[src/rtl/lcd_raster_timer.sv]
module lcd_raster_timer (
  input  logic        clk,
  input  logic        rst_n,
  input  logic [31:0] ctrl_word,
  input  logic [31:0] htime_word,
  input  logic [31:0] vtime_word,
  input  logic [31:0] xtime_word,
  output logic        pclk_o,
  output logic        hsync_o,
  output logic        vsync_o,
  output logic        de_o,
  output logic [10:0] pix_x,
  output logic [10:0] pix_y
);

  typedef enum logic [1:0] {PH_SYNC, PH_BACK, PH_ACT, PH_FRONT} phase_t;

  logic        run;
  logic [7:0]  sh_div;
  logic [6:0]  sh_wid;
  logic [9:0]  sh_hsw, sh_hbp, sh_hfp;
  logic [5:0]  sh_vsw;
  logic [7:0]  sh_vbp, sh_vfp;
  logic [10:0] sh_lin;
  logic [5:0]  sh_pol;

  logic [7:0]  div_cnt, div_eff, half;
  logic [10:0] hcnt, vcnt, h_end, v_end;
  phase_t      hph, vph, vph_next;
  logic        h_last, v_last, pix_tick, line_end, frame_end;
  logic        hs_int, vs_int, de_int, hs_late, vs_late, late_sel;

  logic unused_bits;
  assign unused_bits = ^{ctrl_word[31:16], ctrl_word[7:1], htime_word[2:0],
                         xtime_word[3:2], xtime_word[19:6], xtime_word[31]};

  assign div_eff = (sh_div < 8'd2) ? 8'd2 : sh_div;
  assign half    = {1'b0, div_eff[7:1]};

  always_comb begin
    case (hph)
      PH_SYNC:  h_end = {1'b0, sh_hsw};
      PH_BACK:  h_end = {1'b0, sh_hbp};
      PH_ACT:   h_end = {sh_wid, 4'hF};
      default:  h_end = {1'b0, sh_hfp};
    endcase
    case (vph)
      PH_SYNC:  v_end = {5'd0, sh_vsw};
      PH_BACK:  v_end = {3'd0, sh_vbp} - 11'd1;
      PH_ACT:   v_end = sh_lin;
      default:  v_end = {3'd0, sh_vfp} - 11'd1;
    endcase
    case (vph)
      PH_SYNC:  vph_next = (sh_vbp != 8'd0) ? PH_BACK : PH_ACT;
      PH_BACK:  vph_next = PH_ACT;
      PH_ACT:   vph_next = (sh_vfp != 8'd0) ? PH_FRONT : PH_SYNC;
      default:  vph_next = PH_SYNC;
    endcase
  end

  assign h_last    = (hcnt == h_end);
  assign v_last    = (vcnt == v_end);
  assign pix_tick  = run && (div_cnt == div_eff - 8'd1);
  assign line_end  = pix_tick && (hph == PH_FRONT) && h_last;
  assign frame_end = line_end && v_last && (vph_next == PH_SYNC);

  assign hs_int = run && (hph == PH_SYNC);
  assign vs_int = run && (vph == PH_SYNC);
  assign de_int = run && (hph == PH_ACT) && (vph == PH_ACT);

  always_ff @(posedge clk) begin
    if (!rst_n) begin
      run    <= 1'b0;
      sh_div <= '0; sh_wid <= '0; sh_hsw <= '0; sh_hbp <= '0; sh_hfp <= '0;
      sh_vsw <= '0; sh_vbp <= '0; sh_vfp <= '0; sh_lin <= '0; sh_pol <= '0;
    end else begin
      run <= ctrl_word[0];
      if (!run || frame_end) begin
        sh_div <= ctrl_word[15:8];
        sh_wid <= {htime_word[3], htime_word[9:4]};
        sh_hsw <= {xtime_word[30:27], htime_word[15:10]};
        sh_hbp <= {xtime_word[5:4], htime_word[31:24]};
        sh_hfp <= {xtime_word[1:0], htime_word[23:16]};
        sh_vsw <= vtime_word[15:10];
        sh_vfp <= vtime_word[23:16];
        sh_vbp <= vtime_word[31:24];
        sh_lin <= {xtime_word[26], vtime_word[9:0]};
        sh_pol <= xtime_word[25:20];
      end
    end
  end

  always_ff @(posedge clk) begin
    if (!rst_n || !ctrl_word[0]) begin
      div_cnt <= '0;
      hcnt    <= '0;
      vcnt    <= '0;
      hph     <= PH_SYNC;
      vph     <= PH_SYNC;
      hs_late <= 1'b0;
      vs_late <= 1'b0;
    end else if (run) begin
      div_cnt <= pix_tick ? 8'd0 : div_cnt + 8'd1;
      if (div_cnt == half - 8'd1) begin
        hs_late <= hs_int;
        vs_late <= vs_int;
      end
      if (pix_tick) begin
        if (h_last) begin
          hcnt <= '0;
          hph  <= phase_t'(hph + 2'd1);
        end else begin
          hcnt <= hcnt + 11'd1;
        end
        if (line_end) begin
          if (v_last) begin
            vcnt <= '0;
            vph  <= vph_next;
          end else begin
            vcnt <= vcnt + 11'd1;
          end
        end
      end
    end
  end

  assign late_sel = sh_pol[5] & sh_pol[4];
  assign pclk_o   = (run && (div_cnt < half)) ^ sh_pol[2];
  assign hsync_o  = (late_sel ? hs_late : hs_int) ^ sh_pol[1];
  assign vsync_o  = (late_sel ? vs_late : vs_int) ^ sh_pol[0];
  assign de_o     = de_int ^ sh_pol[3];
  assign pix_x    = de_int ? hcnt : 11'd0;
  assign pix_y    = de_int ? vcnt : 11'd0;


  stop_clears_chk: assert property (@(posedge clk) disable iff (!rst_n)
    !ctrl_word[0] |=> (!de_int && hph == PH_SYNC && vph == PH_SYNC && hcnt == 11'd0 && vcnt == 11'd0));


  shadow_hold_chk: assert property (@(posedge clk) disable iff (!rst_n)
    (run && !frame_end) |=> $stable({sh_div, sh_wid, sh_hsw, sh_hbp, sh_hfp, sh_vsw, sh_vbp, sh_vfp, sh_lin, sh_pol}));


  pixel_hold_chk: assert property (@(posedge clk) disable iff (!rst_n)
    (run && ctrl_word[0] && !pix_tick) |=> ($stable(hcnt) && $stable(hph) && $stable(vcnt)));


  hcnt_bound_chk: assert property (@(posedge clk) disable iff (!rst_n)
    run |-> (hcnt <= h_end));


  x_step_chk: assert property (@(posedge clk) disable iff (!rst_n)
    (ctrl_word[0] && pix_tick && de_int && pix_x != {sh_wid, 4'hF}) |=> (pix_x == 11'($past(pix_x) + 11'd1)));


  de_excl_chk: assert property (@(posedge clk) disable iff (!rst_n)
    de_int |-> (!hs_int && !vs_int));

endmodule

[config.mk]
export PLATFORM = sky130hd
export DESIGN_NAME = lcd_raster_timer
export DESIGN_NICKNAME = d
export VERILOG_FILES = /design/src/rtl/lcd_raster_timer.sv
export SDC_FILE = /design/constraint.sdc
export NUM_CORES = 1
export LEC_CHECK = 0
export BUFFER_PORTS_ARGS = -buffer_cell sky130_fd_sc_hd__buf_4
export CAP_MARGIN = 20
export CELL_PAD_IN_SITES_DETAIL_PLACEMENT = 1
export CELL_PAD_IN_SITES_GLOBAL_PLACEMENT = 2
export CORE_MARGIN = 2
export CORE_UTILIZATION = 34
export DETAILED_ROUTE_END_ITERATION = 16
export PLACE_DENSITY_LB_ADDON = 0.1
export SYNTH_ARGS = -nofsm -noshare
export SYNTH_HDL_FRONTEND = slang
export SYNTH_SLANG_ARGS = --single-unit
[constraint.sdc]
create_clock -name clk -period 5.3 [get_ports clk]
set_input_delay 0 -clock clk [delete_from_list [all_inputs] [get_ports clk]]
set_output_delay 0 -clock clk [all_outputs]
set_load 0.01 [all_outputs]
==> run summary, run 1 <==
Status = finished, final reports clean
Detailed Route Iter0 Violations = 277
Worst path required time = 5570 ps
Crit. End Element = flop
Max incr delay on CP = 780 ps
CTS root buffer = clkbuf_16
Fraction of registers with async set/reset = 0
Slew Viols, Final = 0
Worst VDD drop = 0.1873 mV
Post-synth EDFFs = 0
Ant. Diodes = 0
Sequential power share = 0.383
PortBufs = 112
All-Layer GR Usage = 0.2000
Worst EP arrival = 4710 ps
DP Wirelength = 15130 µm
GP Congestion = 0.8370
Share of cells above drive strength 1 = 0.1565
Hold Crit Class = in -> reg
Switching pwr = 0.0006599 W
Max Cap Viol = 0
R2r worst-path depth = 12
DR WL/cell = 16.50 µm
CP startpoint kind = flop
Predominant post-synthesis flop cell = dfxtp_1
Reg2Reg Launch Point = sh_div[5]$_SDFFE_PN0P_
Worst reg2reg endpoint = sh_hbp[7]$_SDFFE_PN0P_
Routed WL = 21830 µm
Post-Syn Nets = 1026
Clock transition at path regs = 60 ps
Mapped Cells = 877
WS Path Type = reg -> reg
Starting Density = 0.3435
CTS tree = built
IO Count = 156
Total number of vias = 6611
Vias in the first global route = 6989
Slew margin rel. = 0.3560
Clock share of power = 0.477
Cell Area, Placed = 0.008098 mm²
Seq/Total Area, Yosys = 0.3376
Worst path cell trace = nor4_1 -> a21oi_1 -> ha_1 -> nor3b_2 -> nor3_1 -> a221oi_1 -> o2111ai_1 -> or4_1 -> nor2_8 -> a31oi_4 -> buf_4 -> mux2i_1
Antenna viol nets, final = 0
Rows = 53
Layout Utilization = 0.4580
Largest net degree at the start of global routing = 103
Mapped Avg Cell Area = 8.181 µm²
Slowest stage cell, crit path = or4_1
WHS Path Cells = 3
Least-Margin Pin Slew = 966.0 ps
Die width = 149.3 µm
Htree depth = 4
R2R Setup Slk = 860 ps
P_int = 0.001938 W
Final Cycle Share = 0.8383
Synth Cell Area = 0.007174 mm²
Worst hold start = ctrl_word[0]
Via-to-Cell Ratio = 4.997
Clk_skew = 10.12 ps
Post-CTS Resized = 0
First-pass GRT wire length = 35220 µm
Max Buffers Root-to-Sink = 2
DRC viols = 0
CORE AREA = 0.02089 mm²
TritonCTS Buffers = 17
Final Cell Area = 0.009567 mm²
Final critical-path required period = 4443 ps
# nets final = 1184
Die height = 149.3 µm
Sink Count = 121
RSZ-0062 raised after global routing = no
Post-Route Hold Slack = 134.7 ps
Final setup TNS = 0 ps
Leak = 3.927 nW
Seq cells post-synth = 121
Most frequent cells in the layout = nand2_1 (203), dfxtp_1 (121), buf_4 (117), mux2i_1 (103), dlygate4sd3_1 (84)
Area added between synthesis and finish = 33.35%
Distinct cells, synth = 63
Logic pwr share = 0.140
YS warnings = 0
Final setup vio count = 0
Most common cell after layout, fill and taps aside = nand2_1
Pwr Density = 271.5 mW/mm²
Die footprint = 0.02228 mm²
Initial antenna violation count = 0
Critical path peak fanout = 53
Max Freq = 225.1 MHz
Hold EP = hs_late$_SDFFE_PP0P_
Switch share = 0.2540
Clk Latency, worst-skew pair = 420 ps
Pre-antenna DRT Iters = 5
Final Hold Vio Count = 0
Congestion Overflow GR = 0
## timing repair
| action | CTS | global route |
|---|---|---|
| endpoints found under the setup margin | 0 | 0 |
| hold endpoints to repair | 84 | 0 |
| setup buffers | 0 | 0 |
| hold buffers | 84 | 0 |
## metal layers
metal  track usage  share of wire  wire length, µm  vias up
met5             0              0                0        -
met4       0.05381          0.011              231        0
met3       0.03914          0.036              788       18
met2        0.3456           0.48            10560      117
met1        0.2546           0.47            10250     3169
li1              -              -                -     3307
## synthesized netlist by cell type (2+ instances only)
cell type	number	area share
nand2_1	203	0.11
dfxtp_1	121	0.34
mux2i_1	103	0.14
nor2_1	50	0.026
clkbuf_1	40	0.021
inv_1	36	0.019
xnor2_1	33	0.040
xor2_1	25	0.031
and2_1	24	0.021
a21oi_1	20	0.014
ha_1	19	0.033
nand4_1	16	0.014
nand3_1	15	0.010
nor3_1	13	0.0091
buf_2	12	0.0084
o21ai_0	12	0.0084
and3_1	9	0.0078
or4_1	9	0.0094
buf_6	8	0.013
nand2b_1	8	0.0070
nor4_1	8	0.0070
a211oi_1	6	0.0063
a222oi_1	6	0.0084
o21a_1	6	0.0063
or3_1	6	0.0052
nor2b_1	5	0.0044
a21o_1	4	0.0042
a221oi_1	4	0.0049
nor3b_1	4	0.0042
nor4b_1	4	0.0049
o31ai_1	4	0.0042
a22oi_1	3	0.0031
mux4_2	3	0.0094
o211ai_1	3	0.0031
a2bb2oi_1	2	0.0024
a31o_2	2	0.0024
a31oi_1	2	0.0017
buf_1	2	0.0010
nand3b_1	2	0.0021
nor3b_2	2	0.0035
## power by group through the flow
stage / sequential, W / clock (W) / combinational [W]
global placement: 0.00101 / 0 / 0.000302
CTS: 0.000996 / 0.00127 / 0.000364
floorplan: 0.000996 / 0 / 0.000219
finish: 0.000996 / 0.00124 / 0.000363
global route: 0.00100 / 0.00131 / 0.000402
detailed placement: 0.00102 / 0 / 0.000312
## registers in the layout, summed over array words and instances, names as in the netlist, 6 cells and up
register	flops
div_cnt	8
hcnt	11
sh_div	8
sh_hbp	10
sh_hfp	10
sh_hsw	10
sh_lin	11
sh_pol	6
sh_vbp	8
sh_vfp	8
sh_vsw	6
sh_wid	7
vcnt	11
## worst max-delay path by stage
stage | from | endpoint | slack (ps) | depth (start not counted)
3_5_place_dp | sh_div[5]$_SDFFE_PN0P_ | sh_wid[2]$_SDFFE_PN0P_ | 910 | 12
5_1_grt | sh_div[3]$_SDFFE_PN0P_ | sh_hfp[3]$_SDFFE_PN0P_ | 470 | 12
2_1_floorplan | sh_div[4]$_SDFFE_PN0P_ | sh_div[0]$_SDFFE_PN0P_ | 1880 | 15
3_3_place_gp | sh_div[3]$_SDFFE_PN0P_ | sh_hfp[8]$_SDFFE_PN0P_ | 1030 | 12
6_report | sh_div[5]$_SDFFE_PN0P_ | sh_hbp[7]$_SDFFE_PN0P_ | 860 | 12
4_1_cts | sh_div[3]$_SDFFE_PN0P_ | sh_hfp[3]$_SDFFE_PN0P_ | 830 | 12
## cells by family after synthesis
kind of cell | after synthesis | share of synthesized area
adder cells (fa/ha/maj) | 19 | 0.03314
buffers and inverters | 99 | 0.06226
AND/OR/NAND/NOR | 386 | 0.2550
flip-flops | 121 | 0.3376
AO/OA/AOI/OAI | 86 | 0.08493
multiplexers | 108 | 0.1563
XOR/XNOR | 58 | 0.07081
## per-stage QoR
step / setup WS [ps] / power (W) / instances
final: 857.1 / 0.002598 / 1323
after global routing: 471.6 / 0.002709 / 1323
after CTS: 826.3 / 0.002628 / 1323
after detailed placement: 908.7 / 0.001328 / 1207
after floorplan: 1883 / 0.001215 / 877
after global placement: 1026 / 0.001315 / 1207
## layout make-up
type	count	area [µm²]
timing repair buffer	201	1719
inverter	37	138.9
multi-input combinational	657	4314
sequential	121	2422
fill	2454	11320
tap	275	344.1
clock inverter	14	198.9
clock buffer	18	429.2
## critical path: cells and delay by family (launching register included)
family,cells,cell delay (ps)
DFF,1,590
muxes,1,220
buffers and inverters,1,420
and+or+nand+nor,5,1700
adders and majority gates,1,360
AOI/OAI and AO/OA,4,960
Power figures use the tool's default switching activity.
==> run 2: changes to the inputs <==
- CORE_UTILIZATION: 34 -> 29
- clock period: 5.3 -> 3.94 ns (I/O delays scaled with it)
==> run summary, run 2 (same netlist as run 1, synthesis figures left out) <==
Pre-antenna DRT Iters = 4
Rows = 57
# nets final = 1205
Hold Crit Class = in -> reg
Clock transition at path regs = 60 ps
Largest net degree at the start of global routing = 65
Clk Latency, worst-skew pair = 420 ps
Worst EP arrival = 3910 ps
Least-Margin Pin Slew = 746.1 ps
Most common cell after layout, fill and taps aside = nand2_1
Sink Count = 121
Final setup vio count = 0
Post-CTS Resized = 0
Most frequent cells in the layout = nand2_1 (203), buf_4 (135), dfxtp_1 (121), mux2i_1 (103), dlygate4sd3_1 (84)
Initial antenna violation count = 0
Worst path required time = 4230 ps
Vias in the first global route = 6864
Max Freq = 275.9 MHz
Starting Density = 0.2950
DP Wirelength = 15500 µm
IO Count = 156
RSZ-0062 raised after global routing = no
Pwr Density = 353.0 mW/mm²
Biggest regs = hcnt (11), sh_lin (11), vcnt (11)
Congestion Overflow GR = 0
Die footprint = 0.02601 mm²
Final critical-path required period = 3625 ps
CP startpoint kind = flop
Ant. Diodes = 0
CORE AREA = 0.02432 mm²
Share of cells above drive strength 1 = 0.1732
Antenna viol nets, final = 0
GP Congestion = 0.7616
# fillers = 2834
Die height = 161.3 µm
Max Buffers Root-to-Sink = 2
CTS root buffer = clkbuf_16
Critical path peak fanout = 55
Htree depth = 4
Logic pwr share = 0.148
Clock share of power = 0.467
Routed WL = 22120 µm
First-pass GRT wire length = 36690 µm
PnR worst setup slack = 315.3 ps
Slew Viols, Final = 0
Switching pwr = 0.0009072 W
P_int = 0.002550 W
All-Layer GR Usage = 0.1767
Setup WS pre-CTS = 310.3 ps
Detailed Route Iter0 Violations = 251
DR WL/cell = 15.89 µm
TritonCTS Buffers = 17
Area added between synthesis and finish = 36.52%
Final setup TNS = 0 ps
Crit. End Element = flop
Max Cap Viol = 0
Final Cycle Share = 0.9200
Via-to-Cell Ratio = 4.746
Status = finished, final reports clean
CTS tree = built
Switch share = 0.2624
Slew margin rel. = 0.5026
DRC viols = 0
Sequential power share = 0.385
Clk_skew = 9.557 ps
Total number of vias = 6607
Leak = 4.023 nW
Final Hold Vio Count = 0
Die width = 161.3 µm
PortBufs = 112
WS Path Type = reg -> reg
Worst VDD drop = 0.2370 mV
## run 2: path summary, 6_finish.rpt
path	end	start	slack [ps]	cells past startpoint
setup / recovery	sh_lin[0]$_SDFFE_PN0P_	sh_div[7]$_SDFFE_PN0P_	320	13
hold / removal	sh_div[3]$_SDFFE_PN0P_	rst_n	110	3
setup reg to reg	sh_lin[0]$_SDFFE_PN0P_	sh_div[7]$_SDFFE_PN0P_	320	13
hold reg to reg	sh_hfp[2]$_SDFFE_PN0P_	sh_hfp[2]$_SDFFE_PN0P_	460	2
## run 2: repair_timing
action,CTS,global route
endpoints found under the setup margin,0,0
hold buffers,84,0
hold endpoints to repair,84,0
buffers inserted,0,0
## run 2: metrics by stage
| step | cell area, µm² | total power (W) | util | hold slack [ps] | cells |
|---|---|---|---|---|---|
| 2_1_floorplan | 7174 | 0.001634 | - | 138.8 | 877 |
| 3_3_place_gp | 8354 | 0.001799 | 0.3435 | 256.2 | 1277 |
| 3_5_place_dp | 8354 | 0.001805 | 0.3435 | 263.1 | 1277 |
| 4_1_cts | 9794 | 0.003507 | 0.4027 | 108.4 | 1392 |
| 5_1_grt | 9794 | 0.003621 | 0.4027 | 142.3 | 1392 |
| 6_report | 9794 | 0.003457 | 0.4027 | 107.0 | 1392 |
## run 2: layer usage
layer,routed length (µm),vias up,GRT usage,part of all wire
li1,-,3345,-,-
met1,11430,3153,0.2476,0.52
met2,9940,99,0.2844,0.45
met3,579,10,0.02851,0.026
met4,172,0,0.04302,0.0078
met5,0,-,0,0
## run 2: power by group through the flow
stage	Clock, W	Sequential, W	Combinational [W]
after global placement	0	0.00136	0.000442
after CTS	0.00166	0.00133	0.000516
after detailed placement	0	0.00136	0.000446
after floorplan	0	0.00134	0.000294
after global routing	0.00171	0.00134	0.000569
final	0.00162	0.00133	0.000511
## run 2: worst max-delay path: stages, from the launching register on
cell       delay (ps)
dfxtp_1           330
nor4_1            360
a21oi_1           190
ha_1              250
nor3b_2           200
a21o_1            180
a221oi_1          260
o2111ai_1         170
or4_1             630
buf_12            180
nor2_8            110
a31oi_4           140
buf_12            260
mux2i_1           170
## run 2: area by class of cell
class / count / area (µm²) / area share
repair buffers: 222 / 1914 / 0.1955
well taps: 324 / 405.4 / 0.04139
clock inverters: 14 / 173.9 / 0.01776
clock buffers: 17 / 425.4 / 0.04343
flip-flops and latches: 121 / 2422 / 0.2473
inverters: 37 / 138.9 / 0.01418
multi-input cells: 657 / 4314 / 0.4405
